**config.mk**
```make
export PLATFORM = sky130hd
export DESIGN_NAME = cache_tag_ctrl
export DESIGN_NICKNAME = d
export VERILOG_FILES = /design/src/rtl/ctag_pkg.sv /design/src/rtl/cache_lru_order.sv /design/src/rtl/cache_tag_store.sv /design/src/rtl/cache_tag_ctrl.sv
export SDC_FILE = /design/constraint.sdc
export NUM_CORES = 1
export LEC_CHECK = 0
export BUFFER_PORTS_ARGS = -buffer_cell sky130_fd_sc_hd__buf_2
export CAP_MARGIN = 30
export CORE_MARGIN = 3
export CORE_UTILIZATION = 30
export CTS_BUF_LIST = sky130_fd_sc_hd__clkbuf_16
export DETAILED_ROUTE_END_ITERATION = 7
export PLACE_DENSITY = 0.52
export SLEW_MARGIN = 5
export SYNTH_ARGS = -nofsm -noshare
export SYNTH_HDL_FRONTEND = slang
export SYNTH_SLANG_ARGS = --single-unit
export TNS_END_PERCENT = 20
```
**constraint.sdc**
```tcl
create_clock -name clk -period 5.3 [get_ports clk]
set_input_delay 0 -clock clk [delete_from_list [all_inputs] [get_ports clk]]
set_output_delay 0 -clock clk [all_outputs]
set_load 0.02 [all_outputs]
```
**src/rtl/ctag_pkg.sv**
```systemverilog
`timescale 1ns/1ps
package ctag_pkg;
    typedef enum logic [1:0] {
        CT_IDLE  = 2'd0,
        CT_WBACK = 2'd1,
        CT_FILL  = 2'd2
    } ctag_state_e;
endpackage

```
**src/rtl/cache_lru_order.sv**
```systemverilog
`timescale 1ns/1ps
// Per-set recency order: slot 0 most recent, slot WAYS-1 the victim.
module cache_lru_order #(
    parameter int SETS  = 4,
    parameter int WAYS  = 4,
    parameter int SET_W = $clog2(SETS),
    parameter int WAY_W = $clog2(WAYS)
) (
    input  logic                        clk,
    input  logic                        rst_n,
    input  logic                        upd_en,
    input  logic [SET_W-1:0]            upd_set,
    input  logic [WAY_W-1:0]            upd_way,
    input  logic [SET_W-1:0]            rd_set,
    output logic [WAY_W-1:0]            victim_way,
    output logic [SETS*WAYS*WAY_W-1:0]  order_flat
);
    logic [WAY_W-1:0] ord_q    [SETS][WAYS];
    logic [WAY_W-1:0] next_ord [WAYS];
    logic [WAY_W-1:0] pos;

    always_comb begin
        pos = '0;
        for (int i = 0; i < WAYS; i++) begin
            if (ord_q[upd_set][i] == upd_way) pos = WAY_W'(i);
        end
        next_ord[0] = upd_way;
        for (int i = 1; i < WAYS; i++) begin
            next_ord[i] = (WAY_W'(i) <= pos) ? ord_q[upd_set][i-1] : ord_q[upd_set][i];
        end
    end

    always_ff @(posedge clk or negedge rst_n) begin
        if (!rst_n) begin
            for (int s = 0; s < SETS; s++)
                for (int i = 0; i < WAYS; i++)
                    ord_q[s][i] <= WAY_W'(i);
        end else if (upd_en) begin
            for (int i = 0; i < WAYS; i++)
                ord_q[upd_set][i] <= next_ord[i];
        end
    end

    assign victim_way = ord_q[rd_set][WAYS-1];

    for (genvar s = 0; s < SETS; s++) begin : g_set
        for (genvar i = 0; i < WAYS; i++) begin : g_slot
            assign order_flat[(s*WAYS+i)*WAY_W +: WAY_W] = ord_q[s][i];
        end
    end
endmodule

```
**src/rtl/cache_tag_store.sv**
```systemverilog
`timescale 1ns/1ps
// Tag, valid, per-sub-block present and (optionally) dirty storage.
module cache_tag_store #(
    parameter int SETS     = 4,
    parameter int WAYS     = 4,
    parameter int SUBS     = 4,
    parameter int TAG_W    = 22,
    parameter bit DIRTY_EN = 1'b1,
    parameter int SET_W    = $clog2(SETS),
    parameter int WAY_W    = $clog2(WAYS),
    parameter int SUB_W    = $clog2(SUBS)
) (
    input  logic              clk,
    input  logic              rst_n,
    input  logic [SET_W-1:0]  lk_set,
    input  logic [TAG_W-1:0]  lk_tag,
    input  logic [SUB_W-1:0]  lk_sub,
    output logic              lk_match,
    output logic [WAY_W-1:0]  lk_way,
    output logic              lk_present,
    input  logic [WAY_W-1:0]  rd_way,
    output logic              rd_valid,
    output logic [TAG_W-1:0]  rd_tag,
    output logic [SUBS-1:0]   rd_dirty,
    input  logic              al_en,
    input  logic [WAY_W-1:0]  al_way,
    input  logic              mk_en,
    input  logic [SET_W-1:0]  mk_set,
    input  logic [WAY_W-1:0]  mk_way,
    input  logic [SUB_W-1:0]  mk_sub,
    input  logic              mk_present,
    input  logic              mk_dirty
);
    logic [TAG_W-1:0] tag_q  [SETS][WAYS];
    logic             vld_q  [SETS][WAYS];
    logic [SUBS-1:0]  pres_q [SETS][WAYS];

    always_comb begin
        lk_match = 1'b0;
        lk_way   = '0;
        for (int w = 0; w < WAYS; w++) begin
            if (vld_q[lk_set][w] && tag_q[lk_set][w] == lk_tag) begin
                lk_match = 1'b1;
                lk_way   = WAY_W'(w);
            end
        end
    end

    assign lk_present = pres_q[lk_set][lk_way][lk_sub];
    assign rd_valid   = vld_q[lk_set][rd_way];
    assign rd_tag     = tag_q[lk_set][rd_way];

    always_ff @(posedge clk or negedge rst_n) begin
        if (!rst_n) begin
            for (int s = 0; s < SETS; s++)
                for (int w = 0; w < WAYS; w++) begin
                    tag_q[s][w]  <= '0;
                    vld_q[s][w]  <= 1'b0;
                    pres_q[s][w] <= '0;
                end
        end else begin
            if (al_en) begin
                tag_q[lk_set][al_way]  <= lk_tag;
                vld_q[lk_set][al_way]  <= 1'b1;
                pres_q[lk_set][al_way] <= '0;
            end
            if (mk_en && mk_present)
                pres_q[mk_set][mk_way][mk_sub] <= 1'b1;
        end
    end

    if (DIRTY_EN) begin : g_dirty
        logic [SUBS-1:0] dty_q [SETS][WAYS];
        always_ff @(posedge clk or negedge rst_n) begin
            if (!rst_n) begin
                for (int s = 0; s < SETS; s++)
                    for (int w = 0; w < WAYS; w++)
                        dty_q[s][w] <= '0;
            end else begin
                if (al_en)
                    dty_q[lk_set][al_way] <= '0;
                if (mk_en && mk_dirty)
                    dty_q[mk_set][mk_way][mk_sub] <= 1'b1;
            end
        end
        assign rd_dirty = dty_q[lk_set][rd_way];
    end else begin : g_clean
        logic unused_dirty;
        assign unused_dirty = mk_dirty;
        assign rd_dirty     = '0;
    end
endmodule

```
**src/rtl/cache_tag_ctrl.sv**
```systemverilog
`timescale 1ns/1ps
module cache_tag_ctrl #(
    parameter int ADDR_W    = 32,
    parameter int SETS      = 4,
    parameter int WAYS      = 4,
    parameter int SUBS      = 4,
    parameter int SUB_BYTES = 64,
    parameter bit DIRTY_EN  = 1'b1,
    localparam int OFS_W    = $clog2(SUB_BYTES),
    localparam int SUB_W    = $clog2(SUBS),
    localparam int SET_W    = $clog2(SETS),
    localparam int WAY_W    = $clog2(WAYS),
    localparam int BLK_LO   = OFS_W + SUB_W,
    localparam int TAG_LO   = BLK_LO + SET_W,
    localparam int TAG_W    = ADDR_W - TAG_LO
) (
    input  logic              clk,
    input  logic              rst_n,
    input  logic              req_valid,
    input  logic [ADDR_W-1:0] req_addr,
    input  logic              req_write,
    output logic              req_ready,
    output logic              rsp_valid,
    output logic              rsp_hit,
    output logic              rsp_tag_match,
    output logic [WAY_W-1:0]  rsp_way,
    output logic [SUB_W-1:0]  rsp_sub,
    output logic              wb_req,
    output logic [ADDR_W-1:0] wb_addr,
    output logic [SUBS-1:0]   wb_mask,
    input  logic              wb_done,
    output logic              fill_req,
    output logic [ADDR_W-1:0] fill_addr,
    output logic [WAY_W-1:0]  fill_way,
    input  logic              fill_done
);
    import ctag_pkg::*;

    ctag_state_e state_q, state_d;

    logic [SET_W-1:0] set_i;
    logic [TAG_W-1:0] tag_i;
    logic [SUB_W-1:0] sub_i;
    logic             unused_ofs;
    assign set_i      = req_addr[TAG_LO-1:BLK_LO];
    assign tag_i      = req_addr[ADDR_W-1:TAG_LO];
    assign sub_i      = req_addr[BLK_LO-1:OFS_W];
    assign unused_ofs = ^req_addr[OFS_W-1:0];

    logic             lk_match, lk_present, rd_valid;
    logic [WAY_W-1:0] lk_way, victim, use_way;
    logic [TAG_W-1:0] rd_tag;
    logic [SUBS-1:0]  rd_dirty;
    logic [SETS*WAYS*WAY_W-1:0] lru_flat;

    logic accept, hit, sub_miss, full_miss, victim_dirty;
    assign accept       = req_valid && (state_q == CT_IDLE);
    assign hit          = accept && lk_match && lk_present;
    assign sub_miss     = accept && lk_match && !lk_present;
    assign full_miss    = accept && !lk_match;
    assign use_way      = lk_match ? lk_way : victim;
    assign victim_dirty = rd_valid && (|rd_dirty);

    logic              mk_en, mk_present, mk_dirty;
    logic [SET_W-1:0]  mk_set;
    logic [WAY_W-1:0]  mk_way;
    logic [SUB_W-1:0]  mk_sub;

    logic [SET_W-1:0]  pend_set;
    logic [WAY_W-1:0]  pend_way;
    logic [TAG_W-1:0]  pend_tag;
    logic [SUB_W-1:0]  pend_sub;
    logic              pend_write;

    cache_lru_order #(.SETS(SETS), .WAYS(WAYS)) u_lru (
        .clk(clk), .rst_n(rst_n),
        .upd_en(accept), .upd_set(set_i), .upd_way(use_way),
        .rd_set(set_i), .victim_way(victim), .order_flat(lru_flat)
    );

    cache_tag_store #(.SETS(SETS), .WAYS(WAYS), .SUBS(SUBS), .TAG_W(TAG_W),
                      .DIRTY_EN(DIRTY_EN)) u_store (
        .clk(clk), .rst_n(rst_n),
        .lk_set(set_i), .lk_tag(tag_i), .lk_sub(sub_i),
        .lk_match(lk_match), .lk_way(lk_way), .lk_present(lk_present),
        .rd_way(victim), .rd_valid(rd_valid), .rd_tag(rd_tag), .rd_dirty(rd_dirty),
        .al_en(full_miss), .al_way(victim),
        .mk_en(mk_en), .mk_set(mk_set), .mk_way(mk_way), .mk_sub(mk_sub),
        .mk_present(mk_present), .mk_dirty(mk_dirty)
    );

    // State register
    always_ff @(posedge clk or negedge rst_n) begin
        if (!rst_n) state_q <= CT_IDLE;
        else        state_q <= state_d;
    end

    // Next state, handshake outputs and flag updates
    always_comb begin
        state_d    = state_q;
        req_ready  = 1'b0;
        wb_req     = 1'b0;
        fill_req   = 1'b0;
        mk_en      = 1'b0;
        mk_set     = set_i;
        mk_way     = lk_way;
        mk_sub     = sub_i;
        mk_present = 1'b0;
        mk_dirty   = 1'b0;
        unique case (state_q)
            CT_IDLE: begin
                req_ready = 1'b1;
                if (full_miss)     state_d = victim_dirty ? CT_WBACK : CT_FILL;
                else if (sub_miss) state_d = CT_FILL;
                if (hit && req_write) begin
                    mk_en    = 1'b1;
                    mk_dirty = 1'b1;
                end
            end
            CT_WBACK: begin
                wb_req = 1'b1;
                if (wb_done) state_d = CT_FILL;
            end
            CT_FILL: begin
                fill_req = 1'b1;
                if (fill_done) begin
                    state_d    = CT_IDLE;
                    mk_en      = 1'b1;
                    mk_set     = pend_set;
                    mk_way     = pend_way;
                    mk_sub     = pend_sub;
                    mk_present = 1'b1;
                    mk_dirty   = pend_write;
                end
            end
            default: state_d = CT_IDLE;
        endcase
    end

    assign fill_addr = {pend_tag, pend_set, pend_sub, {OFS_W{1'b0}}};
    assign fill_way  = pend_way;

    // Response and pending-miss registers
    always_ff @(posedge clk or negedge rst_n) begin
        if (!rst_n) begin
            rsp_valid     <= 1'b0;
            rsp_hit       <= 1'b0;
            rsp_tag_match <= 1'b0;
            rsp_way       <= '0;
            rsp_sub       <= '0;
            pend_set      <= '0;
            pend_way      <= '0;
            pend_tag      <= '0;
            pend_sub      <= '0;
            pend_write    <= 1'b0;
            wb_addr       <= '0;
            wb_mask       <= '0;
        end else begin
            rsp_valid <= accept;
            if (accept) begin
                rsp_hit       <= hit;
                rsp_tag_match <= lk_match;
                rsp_way       <= use_way;
                rsp_sub       <= sub_i;
                pend_set      <= set_i;
                pend_way      <= use_way;
                pend_tag      <= tag_i;
                pend_sub      <= sub_i;
                pend_write    <= req_write;
            end
            if (full_miss) begin
                wb_addr <= {rd_tag, set_i, {BLK_LO{1'b0}}};
                wb_mask <= rd_valid ? rd_dirty : '0;
            end
        end
    end
endmodule

```
# [After elaboration in Yosys (flattened, before gate mapping)]
# Index checks and enable logic that the tools add are counted.
[word_totals] in_bits=38 wordCells=252 output_inout_bits=80 regBits=590
[classes] n_mux=100 reduce_logical=23 eq_ne=12 n_lt_le_gt_ge=15 bitwise=11
[op_table] op="$bwmux 352" n=1
[op_table] op="$mux 88" n=3
[op_table] op="$mux 64" n=4
[op_table] op="$bmux 88 s2" n=1
[op_table] op="$demux 88 s2" n=1
[op_table] op="$and 64x64->64" n=2
[op_table] op="$bwmux 32" n=4
[op_table] op="$or 64x64->64" n=2
[op_table] op="$mux 16" n=6
[op_table] op="$eq 22x22->1" n=4
[op_table] op="$mux 22" n=3
[op_table] op="$bmux 16 s2" n=2
[op_table] op="$demux 16 s2" n=2
[op_table] op="$demux 8 s2" n=4
[op_table] op="$not 64->64" n=1
[op_table] op="$bmux 22 s2" n=1
[op_table] op="$demux 22 s2" n=1
[op_table] op="$mux 4" n=11
[op_table] op="$mux 2" n=20
[op_table] op="$bmux 4 s2" n=3
[op_table] op="$demux 4 s2" n=3
[op_table] op="$mux 8" n=3
[op_table] op="$logic_and 1x1->1" n=18
[op_table] op="$mux 1" n=18
[op_table] op="23 further kinds" n=43

# [Depth between registers and ports, before layout]
# Gate-level depths: netlist of run 1.
[logic_depth] word_depth=21 mapped_depth=18

# [Modules after synthesis]
# Synthesis of run 1 repeated with hierarchy kept, for this count alone.
[unflattened] hier_cells=2357 hier_area_um2=28335.9
[modules_own_cells] module="cache_tag_store" instances=1 area_each_um2=23976.7 cells_each=2022 seq_area_each_um2=12411.9
[modules_own_cells] module="cache_tag_ctrl" instances=1 area_each_um2=2721.4 cells_each=187 seq_area_each_um2=1551.5
[modules_own_cells] module="cache_lru_order" instances=1 area_each_um2=1637.8 cells_each=148 seq_area_each_um2=820.8

# [Worst setup path after synthesis of run 1]
# Ideal clock, no wire load.
[synth_timing] path_kind="in2reg" start="in req_addr[8]" end="reg u_store.tag_q[245] in the netlist's numbering" path_slack_ns=2.176 cell_stages=15 t_required_ns=5.175 arrival_time_ns=2.998 path_buffers=5 setup_time_ns=0.125 path_cell_list="buf_6 buf_6 buf_4 mux4_2 xnor2_1 nand4_1 a21oi_1 nand4_2 nand2_4 nor3b_4 nand2_1 or4_1 buf_2 buf_6 mux2_4"
[synth_between] elab_chain_cells=12 elab_cells_between_ends=36 cone_classes="order compare: 4; eq/ne: 4; mux: 18; bitwise: 2; reduce/logical: 8"
[synth_lines] item="start: declaration" line="cache_tag_ctrl.sv:20" rtl="input logic [ADDR_W-1:0] req_addr,"
[synth_lines] item="$not 2->3 (not written as such) (*)" line="cache_lru_order.sv:44, cache_tag_store.sv:42, cache_tag_store.sv:63"
[synth_lines] item="$bmux 8 s2 or $bmux 88 s2 (tied branches)"
[synth_lines] item="$mux 8 or $mux 88 (tied branches) (2 in series)"
[synth_lines] item="$not 2->3 (not written as such) or $eq 22x22->1 (tied branches)" line="cache_tag_store.sv:63, cache_tag_store.sv:42"
[synth_lines] item="$ge 3x3->1 (not written as such), or another cell as far along" line="cache_tag_store.sv:63" rtl="tag_q[lk_set][al_way] <= lk_tag;"
[synth_lines] item="$logic_and 1x1->1 (not written as such) or $mux 1 (tied branches)" line="cache_tag_store.sv:63, cache_tag_store.sv:42"
[synth_lines] item="$mux 22 (not written as such) or $mux 1 (tied branches)" line="cache_tag_store.sv:63, cache_tag_store.sv:42"
[synth_lines] item="$demux 22 s2 or $mux 1 (tied branches)" line="cache_tag_store.sv:63, cache_tag_store.sv:42"
[synth_lines] item="$mux 88 (not written as such) or $mux 1 (tied branches)" line="cache_tag_store.sv:63, cache_tag_store.sv:42"
[synth_lines] item="$demux 88 s2 or $logic_not 1->1 (tied branches)" line="cache_tag_store.sv:63, cache_tag_ctrl.sv:60"
[synth_lines] item="$bwmux 352 or $logic_and 1x1->1 (tied branches)" line="cache_tag_store.sv:63, cache_tag_ctrl.sv:60"
[synth_lines] item="end signal: indexed assignment" line="cache_tag_store.sv:63"
[synth_lines] item="end: declaration" line="cache_tag_store.sv:34" rtl="logic [TAG_W-1:0] tag_q [SETS][WAYS];"
# Every way passes the cells marked *; elsewhere a longest branch is shown, timed or not. The select of a mux whose other input is x is not followed.
# A chain may end at the register's enable or synchronous reset.

# [Worst setup path in the final report of run 1]
[layout_timing] start="reg u_store.tag_q[319] in the netlist's numbering" end="reg u_store.tag_q[340] in the netlist's numbering"
[layout_between] elab_chain_cells=10
[layout_lines] item="$bmux 88 s2" line="cache_tag_store.sv:42" rtl="if (vld_q[lk_set][w] && tag_q[lk_set][w] == lk_tag) begin"
[layout_lines] item="$mux 88"
[layout_lines] item="$mux 88 (not written as such)" line="cache_tag_store.sv:42"
[layout_lines] item="$eq 22x22->1" line="cache_tag_store.sv:42"
[layout_lines] item="$logic_and 1x1->1" line="cache_tag_store.sv:42"
[layout_lines] item="$mux 1 (3 in series)" line="cache_tag_store.sv:42"
[layout_lines] item="$logic_not 1->1" line="cache_tag_ctrl.sv:60" rtl="assign full_miss = accept && !lk_match;"
[layout_lines] item="$logic_and 1x1->1" line="cache_tag_ctrl.sv:60"
# No other way between the ends. The select of a mux whose other input is x is not followed.

==> results of run 1 <==
## cells in the mapped netlist, types with 11 or more instances
cell / instances
sky130_fd_sc_hd__mux2_1: 44
sky130_fd_sc_hd__buf_4: 36
sky130_fd_sc_hd__mux2_2: 180
sky130_fd_sc_hd__nand2_1: 610
sky130_fd_sc_hd__or3_1: 11
sky130_fd_sc_hd__mux2i_1: 84
sky130_fd_sc_hd__nand4_1: 22
sky130_fd_sc_hd__buf_6: 18
sky130_fd_sc_hd__a211oi_1: 16
sky130_fd_sc_hd__o21ai_1: 75
sky130_fd_sc_hd__buf_2: 59
sky130_fd_sc_hd__mux2_4: 30
sky130_fd_sc_hd__o21ai_0: 159
sky130_fd_sc_hd__a21oi_1: 28
sky130_fd_sc_hd__xor2_1: 15
sky130_fd_sc_hd__nor3_1: 13
sky130_fd_sc_hd__nor2_1: 28
sky130_fd_sc_hd__nand3_1: 25
sky130_fd_sc_hd__clkbuf_1: 109
sky130_fd_sc_hd__nand2b_1: 32
sky130_fd_sc_hd__and2_1: 11
sky130_fd_sc_hd__mux4_2: 115
sky130_fd_sc_hd__xnor2_1: 69
sky130_fd_sc_hd__dfstp_2: 16
sky130_fd_sc_hd__dfrtp_1: 574
## repair_timing
action                                  CTS  global route
gates resized for setup                   0             0
hold buffers                             25             0
endpoints found under the setup margin    0             0
endpoints found under the hold margin   236             0
setup buffers                             0             0
## per-layer routing
layer	wire [um]	global-route usage [%]
met5	0	0
met2	42070	27.66
met1	40670	25.02
met4	2350	5.438
met3	6233	3.343
## per-stage QoR
stage          hold WS, ns  cell area, um2
3_3_place_gp        0.1783           30870
4_1_cts            0.01664           33190
5_1_grt            0.05687           33200
3_5_place_dp        0.2035           30870
6_report           0.02441           33200
2_1_floorplan      -0.2956           29310
## worst register-to-register path: stages, from the launching register on
cell                      delay, ns
sky130_fd_sc_hd__dfrtp_1       0.42
sky130_fd_sc_hd__mux2_2        0.30
sky130_fd_sc_hd__o22ai_1       0.36
sky130_fd_sc_hd__nor4_1        0.12
sky130_fd_sc_hd__mux2i_1       0.57
sky130_fd_sc_hd__nor4_4        0.20
sky130_fd_sc_hd__nand2_1       0.13
sky130_fd_sc_hd__nor3b_4       0.35
sky130_fd_sc_hd__nand2_2       0.19
sky130_fd_sc_hd__or4_2         0.81
sky130_fd_sc_hd__buf_12        0.28
sky130_fd_sc_hd__mux2_1        0.36
## flip-flops by register name (all words and copies together), names as in the netlist, 4 cells and up
register,cells
pend_tag,22
u_lru.order_flat,32
u_store.g_dirty.dty_q,64
u_store.pres_q,64
u_store.tag_q,352
u_store.vld_q,16
wb_addr,24
wb_mask,4
## final timing paths
kind	start	end	depth (start not counted)
setup / recovery	u_store.tag_q[319]	u_store.tag_q[340]	11
hold reg to reg	u_store.vld_q[14]	u_store.vld_q[14]	1
max in group asynchronous	rst_n	wb_mask[2]	3
hold / removal	req_valid	pend_sub[1]	5
min in group asynchronous	rst_n	pend_tag[14]	2
setup reg to reg	u_store.tag_q[319]	u_store.tag_q[340]	11
## final cells by class
cell class	count	share of cell area, %
inverters	10	0.1130
multi-input cells	1753	39.95
repair buffers	193	4.420
clock buffers	69	5.200
flip-flops and latches	590	44.52
clock inverters	46	1.029
well taps	1265	4.767
## cells by family (layout without fill, tap and decap cells)
kind of cell / Yosys count / in the layout / synth area share (%)
flops: 590 / 590 / 50.52
compound gates: 365 / 365 / 7.713
mux: 455 / 455 / 21.98
other cells: 1 / 14 / 0.01281
buf+inv: 242 / 318 / 4.391
simple gates: 834 / 834 / 12.81
xor+xnor: 85 / 85 / 2.570
## where the power goes
group	switching [mW]	total, mW	leakage, nW	internal, mW
Combinational	2.29	4.00	6.10	1.71
Sequential	0.611	6.22	7.77	5.61
Clock	1.91	4.46	1.08	2.55
Total	4.80	14.7	14.9	9.88
==> impl_metrics.tcl, run 1 <==
set metrics [dict create \
    port-buffer-count 97 \
    areaGrowthSynthToFinish_pct 13.47 \
    drt-total-wl_um 91320 \
    min_path_type "input pin to flop" \
    cts_tree "built" \
    clk_latency_ns 0.61 \
    first_iter_violations 1695 \
    critical_path_arrival_ns 4.69 \
    grt_pass1_vias 21360 \
    detail_route.first_pass.iterations 5 \
    dpl.hpwl_um 59870 \
    die_width_um 318.3 \
    critPathKind "flop to flop" \
    finish.utilization_pct 34.64 \
    seq_area_frac_synth_pct 50.52 \
    grt_max_degree 169 \
    die_area_um2 101300 \
    place_congestion 0.8480 \
    routed-via-count 20790 \
    tritoncts.num_buffers 67 \
    final_standard_cell_count_with_taps_included_and_fillers_excluded 3926 \
    start_util_pct 30.53 \
    grt_pass1_wl_um 138200 \
    synth_enable_flop_cells 0 \
    max_cap_violations 0 \
    globalRouteTotalUtil_pct 17.74 \
    clkSinkCount 590 \
    synth.distinct_cells 93 \
    clk_transition_reported_paths_ns 0.06 \
    number_of_slew_limit_violations_in_the_final_report 0 \
    syn_avg_cell_area_um2 11.38 \
    cp.buffers_inverters 1 \
    ys_top_cells_by_area "sky130_fd_sc_hd__dfrtp_1 (49%), sky130_fd_sc_hd__mux4_2 (8.9%), sky130_fd_sc_hd__nand2_1 (7.8%)" \
    layout_commonest_cell "sky130_fd_sc_hd__nand2_1" \
    final-setup-viol-count 0 \
    p_leak_nw 14.95 \
    synth_area_um2 29260 \
    synth_async_sr_flop_share_pct 100.0 \
    clock-skew-final_ns 0.02825 \
    final.min_clock_period_ns 4.201 \
    postSynthRegisterBits 590 \
    core.rowCount 113 \
    grt_setup_unrepaired "no" \
    total_area_of_multi_input_combinational_cells_um2 13260 \
    hold_viol_final 0 \
    fmax_mhz 238.0 \
    grt-ovfl-total 0 \
    final_cell_mix "sky130_fd_sc_hd__nand2_1 (608), sky130_fd_sc_hd__dfrtp_1 (574), sky130_fd_sc_hd__mux2_2 (180)" \
    peak_supply_drop_uv 208.2 \
    crit_family "simple AND/OR/NAND/NOR gates" \
    antenna_violations_before_repair 1 \
    synth_cells 2572 \
    synth_top_area_cell "sky130_fd_sc_hd__dfrtp_1" \
    ff_latch_area_um2 14780 \
    total_of_warnings_raised_by_yosys 0 \
    design_power_total_mw 14.68 \
    worst_slew_pin_slew_ns 1.035 \
    drc_errors 0 \
    core_area_um2 95860 \
    timing.critical_path.to_type "flop" \
    dp_cells 3785 \
    fin_ws_ns 1.099 \
    h-tree-depth 3 \
    power.density_nw_per_um2 442.2 \
    synth_ff_type "sky130_fd_sc_hd__dfrtp_1" \
    critPathSlowestCell "sky130_fd_sc_hd__or4_2" \
    cp_max_fo 26 \
    drt_antenna_net_count 0 \
    insertedDiodeCount 0 \
    ioPinCount 118 \
    timing.max_slew.rel_slack_pct 30.99 \
    startpoint_type "flop" \
    dp_worst_setup_slack_ns 0.6889 \
    root_buffer_selected_by_cts "sky130_fd_sc_hd__clkbuf_16" \
    maximum_number_of_buffers_from_clock_root_to_sink 3 \
    nNetsFinal 2653 \
    timing.final.crit_share_pct 79.27 \
    setup.reg_to_reg.worst_slack_ns 1.10 \
    critical-path-max-stage-delay_ns 0.81 \
    drive_gt1_share_pct 24.73 \
    yosys.area.top_type_share_pct 49.09 \
    routed_wire_length_per_instance_um 23.26 \
    die_height_um 318.3 \
    run_status "completed" \
    critical_path.cell_chain "mux2_2, o22ai_1, nor4_1, mux2i_1, nor4_4, nand2_1, nor3b_4, nand2_2, or4_2, buf_12, mux2_1" \
    tns_ns 0 \
    worst-endpoint-required_ns 5.79 \
    final.fill_count 9476 \
    routed_via_density 5.295 \
]
(Power assumes the default switching activity.)
==> run 2, diff against run 1 <==
- PLACE_DENSITY: 0.52 -> 0.53
- clock period: 5.3 -> 3.73 ns (I/O delays scaled with it)
==> run 2 against run 1 <==
Effect of this change:
- core utilization rose by 1.6 points
- total power up 44%
- critical path depth grew 5
- cell count up 3.5%
- via count is 0.89% lower
- critical endpoint is now u_store.g_dirty.dty_q[41]
- largest power group unchanged
==> impl_metrics.tcl, run 2 (same netlist as run 1, synthesis figures left out) <==
set metrics [dict create \
    power.density_nw_per_um2 608.6 \
    total_area_of_multi_input_combinational_cells_um2 13380 \
    timing.critical_path.to_type "flop" \
    final.min_clock_period_ns 3.647 \
    timing.max_slew.rel_slack_pct 37.10 \
    die_area_um2 101300 \
    maximum_number_of_buffers_from_clock_root_to_sink 3 \
    first_iter_violations 1548 \
    drc_errors 0 \
    critical_path.cell_chain "mux4_2, xnor2_4, nand4_1, nor4_4, buf_4, and4bb_1, buf_12, mux2i_1, buf_4, a21oi_2, nor4_4, nor2_4, a31oi_4, buf_6, clkbuf_16, o21ai_1" \
    crit_reg_reg_endpoint "u_store.g_dirty.dty_q[41]" \
    design_power_total_mw 21.17 \
    registers.top_by_ff_count "u_store.tag_q" \
    drive_gt1_share_pct 28.69 \
    layout_commonest_cell "sky130_fd_sc_hd__nand2_1" \
    grt_pass1_vias 20850 \
    critPathSlowestCell "sky130_fd_sc_hd__mux4_2" \
    startpoint_type "flop" \
    cp_max_fo 6 \
    worst_setup_path_startpoint "u_store.tag_q[145]" \
    peak_supply_drop_uv 315.9 \
    fmax_mhz 274.2 \
    min_path_type "input pin to flop" \
    number_of_slew_limit_violations_in_the_final_report 0 \
    critical_path_arrival_ns 4.12 \
    ff_latch_area_um2 14780 \
    final.fill_count 9522 \
    tritoncts.num_buffers 66 \
    r2r.worst_path.cells 16 \
    run_status "completed" \
    port-buffer-count 97 \
    hold_viol_final 0 \
    setup.reg_to_reg.worst_slack_ns 0.08 \
    ioPinCount 118 \
    routed_wire_length_per_instance_um 22.58 \
    core.rowCount 113 \
    grt_pass1_wl_um 139000 \
    timing.final.crit_share_pct 97.77 \
    worst-endpoint-required_ns 4.21 \
    critical_path_sink "u_store.g_dirty.dty_q[41]" \
    detail_route.first_pass.iterations 7 \
    place_congestion 0.8799 \
    critPathKind "flop to flop" \
    clkSinkCount 590 \
    globalRouteTotalUtil_pct 17.95 \
    die_width_um 318.3 \
    routed_via_density 5.068 \
    p_leak_nw 15.81 \
    h-tree-depth 3 \
    clock-skew-final_ns 0.02652 \
    areaGrowthSynthToFinish_pct 18.86 \
    drt_antenna_net_count 0 \
    start_util_pct 30.53 \
    root_buffer_selected_by_cts "sky130_fd_sc_hd__clkbuf_16" \
    grt-ovfl-total 0 \
    dpl.hpwl_um 63050 \
    antenna_violations_before_repair 2 \
    worst_r2r_startpoint "u_store.tag_q[145]" \
    drt-total-wl_um 91770 \
    worst_slew_pin_slew_ns 0.9355 \
    die_height_um 318.3 \
    tns_ns 0 \
    cts_tree "built" \
    reg.largest.list "u_store.tag_q (352), u_store.g_dirty.dty_q (64), u_store.pres_q (64)" \
    final_cell_mix "sky130_fd_sc_hd__nand2_1 (608), sky130_fd_sc_hd__dfrtp_1 (574), sky130_fd_sc_hd__mux2_2 (180)" \
    critical-path-max-stage-delay_ns 0.58 \
    core_area_um2 95860 \
    max_cap_violations 0 \
    largest_register_ffs 352 \
    nNetsFinal 2789 \
    grt_max_degree 113 \
    clk_latency_ns 0.62 \
    final-setup-viol-count 0 \
    routed-via-count 20600 \
    clk_transition_reported_paths_ns 0.06 \
]
[run 2: metrics by stage]
step	worst slack, ns	std cells	util, %	hold WS [ns]	cell area, um2
floorplan	0.6064	2585	-	-0.2956	29310
global placement	-0.3429	3916	33.68	0.04125	32280
detailed placement	-0.2617	3916	33.68	0.01970	32280
CTS	0.002629	4060	36.13	0.007263	34640
global route	-0.01316	4064	36.28	0.05449	34780
finish	0.08316	4065	36.29	0.003247	34780
[run 2: what timing repair did]
item | 4_1_cts | 5_1_grt
endpoints found under the setup margin | 82 | 74
endpoints found under the hold margin | 350 | 0
setup buffers | 0 | 3
resized for setup | 4 | 21
gates cloned | 0 | 1
pin swaps | 0 | 2
hold buffers | 28 | 0
[run 2: cell type report]
cell class	count	area share, %
flip-flops and latches	590	42.50
diodes	1	0.007194
well taps	1265	4.550
clock inverters	47	0.8813
repair buffers	330	8.514
inverters	10	0.1079
multi-input cells	1753	38.47
clock buffers	69	4.964
[run 2: worst min path at each step]
stage	from	endpoint	slack, ns	cells past startpoint
2_1_floorplan	rst_n	fill_way[0]	-0.30	0
3_3_place_gp	rst_n	pend_tag[12]	0.04	1
3_5_place_dp	rst_n	pend_tag[12]	0.02	1
4_1_cts	req_addr[25]	u_store.tag_q[279]	0.007	4
5_1_grt	req_addr[25]	u_store.tag_q[257]	0.05	4
6_report	req_valid	pend_tag[21]	0.003	5
[run 2: where the power goes]
part	leakage, nW	internal, mW	total (mW)	switching, mW
logic	6.97	2.71	6.04	3.32
clock network	1.07	3.61	6.31	2.70
registers	7.77	7.97	8.82	0.849
total	15.8	14.3	21.2	6.88
[run 2: worst max-delay path: cells and delay by family (launching register included)]
family	cells	cell delay [ns]
DFF	1	0.38
AOI/OAI and AO/OA	3	0.28
and+or+nand+nor	5	1.06
muxes	2	0.78
xor gates and xnor gates	1	0.25
buffers and inverters	5	0.75
[run 2: layer usage]
metal,wire (um),vias up,track usage (%)
li1,-,9332,-
met1,41830,10510,25.31
met2,41000,606,27.36
met3,6207,154,4.074
met4,2742,0,5.775
met5,0,-,0
==> run 3, diff against run 2 <==
--- a/config.mk
+++ b/config.mk
@@ -12,4 +12,6 @@
 export CTS_BUF_LIST = sky130_fd_sc_hd__clkbuf_16
 export DETAILED_ROUTE_END_ITERATION = 7
+export GPL_TIMING_DRIVEN = 0
+export HOLD_SLACK_MARGIN = 0.05
 export PLACE_DENSITY = 0.53
 export SLEW_MARGIN = 5
==> constraint.sdc (replaced) <==
create_clock -name clk -period 3.73 [get_ports clk]
set_input_delay 0.5595 -clock clk [delete_from_list [all_inputs] [get_ports clk]]
set_output_delay 0.5595 -clock clk [all_outputs]
set_load 0.02 [all_outputs]
==> run 3 against run 2 <==
Effect of this change:
- the run now ends with negative setup slack left
- count of clock-buffer cells in the layout decreased by 1
- core utilization increased by 0.52 points
- highest routed layer unchanged
- via count increased by 6.4%
- die area unchanged
- largest cell class unchanged
- sequential power increased by 0.5%
- setup slack got worse by 0.085 ns
- sequential share of layout area decreased by 0.60 points
- cell count increased by 0.74%
==> impl_metrics.tcl, run 3 (same netlist as run 1, synthesis figures left out) <==
set metrics [dict create \
    routed_met2_length_um 48980 \
    critical_path_arrival_ns 4.24 \
    clk_transition_reported_paths_ns 0.06 \
    cp_max_fo 10 \
    critical-path-max-stage-delay_ns 0.51 \
    failed_checks "negative setup slack" \
    top_signal_layer_used "met4" \
    nNetsFinal 2811 \
    timing.max_slew.rel_slack_pct 36.23 \
    grt_pass1_wl_um 161000 \
    timing.critical_path.to_type "flop" \
    die_height_um 318.3 \
    critPathSlowestCell "sky130_fd_sc_hd__or4_1" \
    drt_antenna_net_count 0 \
    port-buffer-count 80 \
    tritoncts.num_buffers 68 \
    registers.top_by_ff_count "u_store.tag_q" \
    m1_wl_um 48280 \
    final_cell_mix "sky130_fd_sc_hd__nand2_1 (607), sky130_fd_sc_hd__dfrtp_1 (574), sky130_fd_sc_hd__mux2_2 (180)" \
    layout_commonest_cell "sky130_fd_sc_hd__nand2_1" \
    max_cap_violations 0 \
    number_of_slew_limit_violations_in_the_final_report 0 \
    power.density_nw_per_um2 626.3 \
    r2r.worst_path.cells 13 \
    hold-path-cell-count 2 \
    first_iter_violations 2239 \
    core_area_um2 95860 \
    critical_path.cell_chain "buf_6, buf_12, buf_8, buf_8, mux2i_4, xor2_1, nand4_1, a21oi_2, nand4_4, nand2_4, nor3b_4, nand2_2, or4_1, buf_6, buf_6, mux2_4" \
    grt_max_degree 105 \
    hold_viol_final 0 \
    run_status "finished with violations" \
    final.min_clock_period_ns 3.732 \
    worst-endpoint-required_ns 4.24 \
    worst_slew_pin_slew_ns 0.9565 \
    h-tree-depth 3 \
    min_path_type "input pin to flop" \
    cts_tree "built" \
    grt_pass1_vias 21960 \
    largest_register_ffs 352 \
    ioPinCount 118 \
    reg.largest.list "u_store.tag_q (352), u_store.g_dirty.dty_q (64), u_store.pres_q (64)" \
    final-setup-viol-count 2 \
    drt-total-wl_um 111000 \
    globalRouteTotalUtil_pct 21.63 \
    drive_gt1_share_pct 30.04 \
    grt_setup_unrepaired "yes" \
    timing.final.crit_share_pct 100.0 \
    root_buffer_selected_by_cts "sky130_fd_sc_hd__clkbuf_16" \
    dpl.hpwl_um 78680 \
    p_leak_nw 15.75 \
    die_width_um 318.3 \
    timing.critical_path.mode_cell "sky130_fd_sc_hd__buf_6" \
    critPathKind "input pin to flop" \
    tns_ns -0.002119 \
    startpoint_type "input pin" \
    drc_errors 0 \
    detail_route.first_pass.iterations 6 \
    clk_latency_ns 0.65 \
    areaGrowthSynthToFinish_pct 20.57 \
    clock-skew-final_ns 0.03341 \
    peak_supply_drop_uv 335.2 \
    fin_ws_ns -0.001745 \
    antenna_violations_before_repair 5 \
    place_congestion 0.9741 \
    fmax_mhz 268.0 \
    clkSinkCount 590 \
    core.rowCount 113 \
    final.fill_count 9431 \
    met3_wirelength_um 9152 \
    start_util_pct 30.53 \
    routed_via_density 5.351 \
    die_area_um2 101300 \
    maximum_number_of_buffers_from_clock_root_to_sink 3 \
    dp_worst_setup_slack_ns -1.708 \
    routed_wire_length_per_instance_um 27.11 \
    routed-via-count 21910 \
    grt-ovfl-total 0 \
]
run 3: changes by cell type in the layout (fill, tap and decap cells not counted), moves of 26 or more:
cell / delta
sky130_fd_sc_hd__mux2i_1: -36
sky130_fd_sc_hd__xnor2_1: -28
sky130_fd_sc_hd__clkbuf_1: +80
sky130_fd_sc_hd__buf_6: +40
sky130_fd_sc_hd__buf_12: -36
sky130_fd_sc_hd__buf_4: -87
sky130_fd_sc_hd__dlygate4sd3_1: -26
run 3: worst paths after layout:
kind	to	from	slack (ns)
max in group asynchronous	u_lru.order_flat[26]	rst_n	1.50
hold reg to reg	u_lru.order_flat[5]	u_lru.order_flat[5]	0.46
hold / removal	state_q[0]	wb_done	0.15
setup reg to reg	u_store.g_dirty.dty_q[55]	u_store.tag_q[313]	0.06
min in group asynchronous	u_store.tag_q[163]	rst_n	0.54
setup / recovery	u_store.tag_q[159]	req_addr[9]	-0.002
run 3: where the power goes:
| part | internal, mW | switching, mW | leakage [nW] | total (mW) |
|---|---|---|---|---|
| Sequential | 7.97 | 0.888 | 7.77 | 8.86 |
| Combinational | 2.81 | 3.78 | 6.89 | 6.58 |
| Clock | 3.72 | 2.94 | 1.10 | 6.66 |
run 3: layout make-up:
| class | count | area [um2] | area share [%] |
|---|---|---|---|
| timing repair buffer | 129 | 998.5 | 2.830 |
| clock inverter | 55 | 460.4 | 1.305 |
| clock buffer | 68 | 1702 | 4.823 |
| multi-input combinational | 1753 | 14020 | 39.73 |
| buffer | 221 | 1692 | 4.794 |
| inverter | 10 | 37.54 | 0.1064 |
| sequential | 590 | 14780 | 41.90 |
| tap | 1265 | 1583 | 4.486 |
| antenna | 4 | 10.01 | 0.02837 |
run 3: metrics by stage:
step	hold WS (ns)	instance area (um2)	util, %	total power [mW]	instances
2_1_floorplan	0.2639	29310	-	12.62	2585
3_3_place_gp	0.4444	31300	32.65	14.84	3930
3_5_place_dp	0.4477	31560	32.92	14.97	3943
4_1_cts	0.1204	34610	36.11	21.90	4082
5_1_grt	0.1472	35270	36.80	23.09	4091
6_report	0.1483	35280	36.81	22.10	4095
run 3: worst max-delay path: cells and delay by family:
| family | cells | cell delay, ns |
|---|---|---|
| multiplexers | 2 | 0.69 |
| XOR/XNOR | 1 | 0.14 |
| AND/OR/NAND/NOR | 6 | 1.46 |
| AO/OA/AOI/OAI | 1 | 0.10 |
| buffers and inverters | 6 | 1.26 |
run 3: timing repair:
item | 4_1_cts | 5_1_grt
setup buffers | 20 | 13
gates resized for setup | 186 | 109
hold endpoints to repair | 80 | 0
pin swaps | 13 | 15
gates cloned | 0 | 2
hold buffers | 1 | 0
setup endpoints to repair | 560 | 509
run 3: metal layers:
layer	up-vias	GRT usage, %
li1	9405	-
met1	11420	30.24
met2	901	33.03
met3	189	4.627
met4	0	7.953
met5	-	0
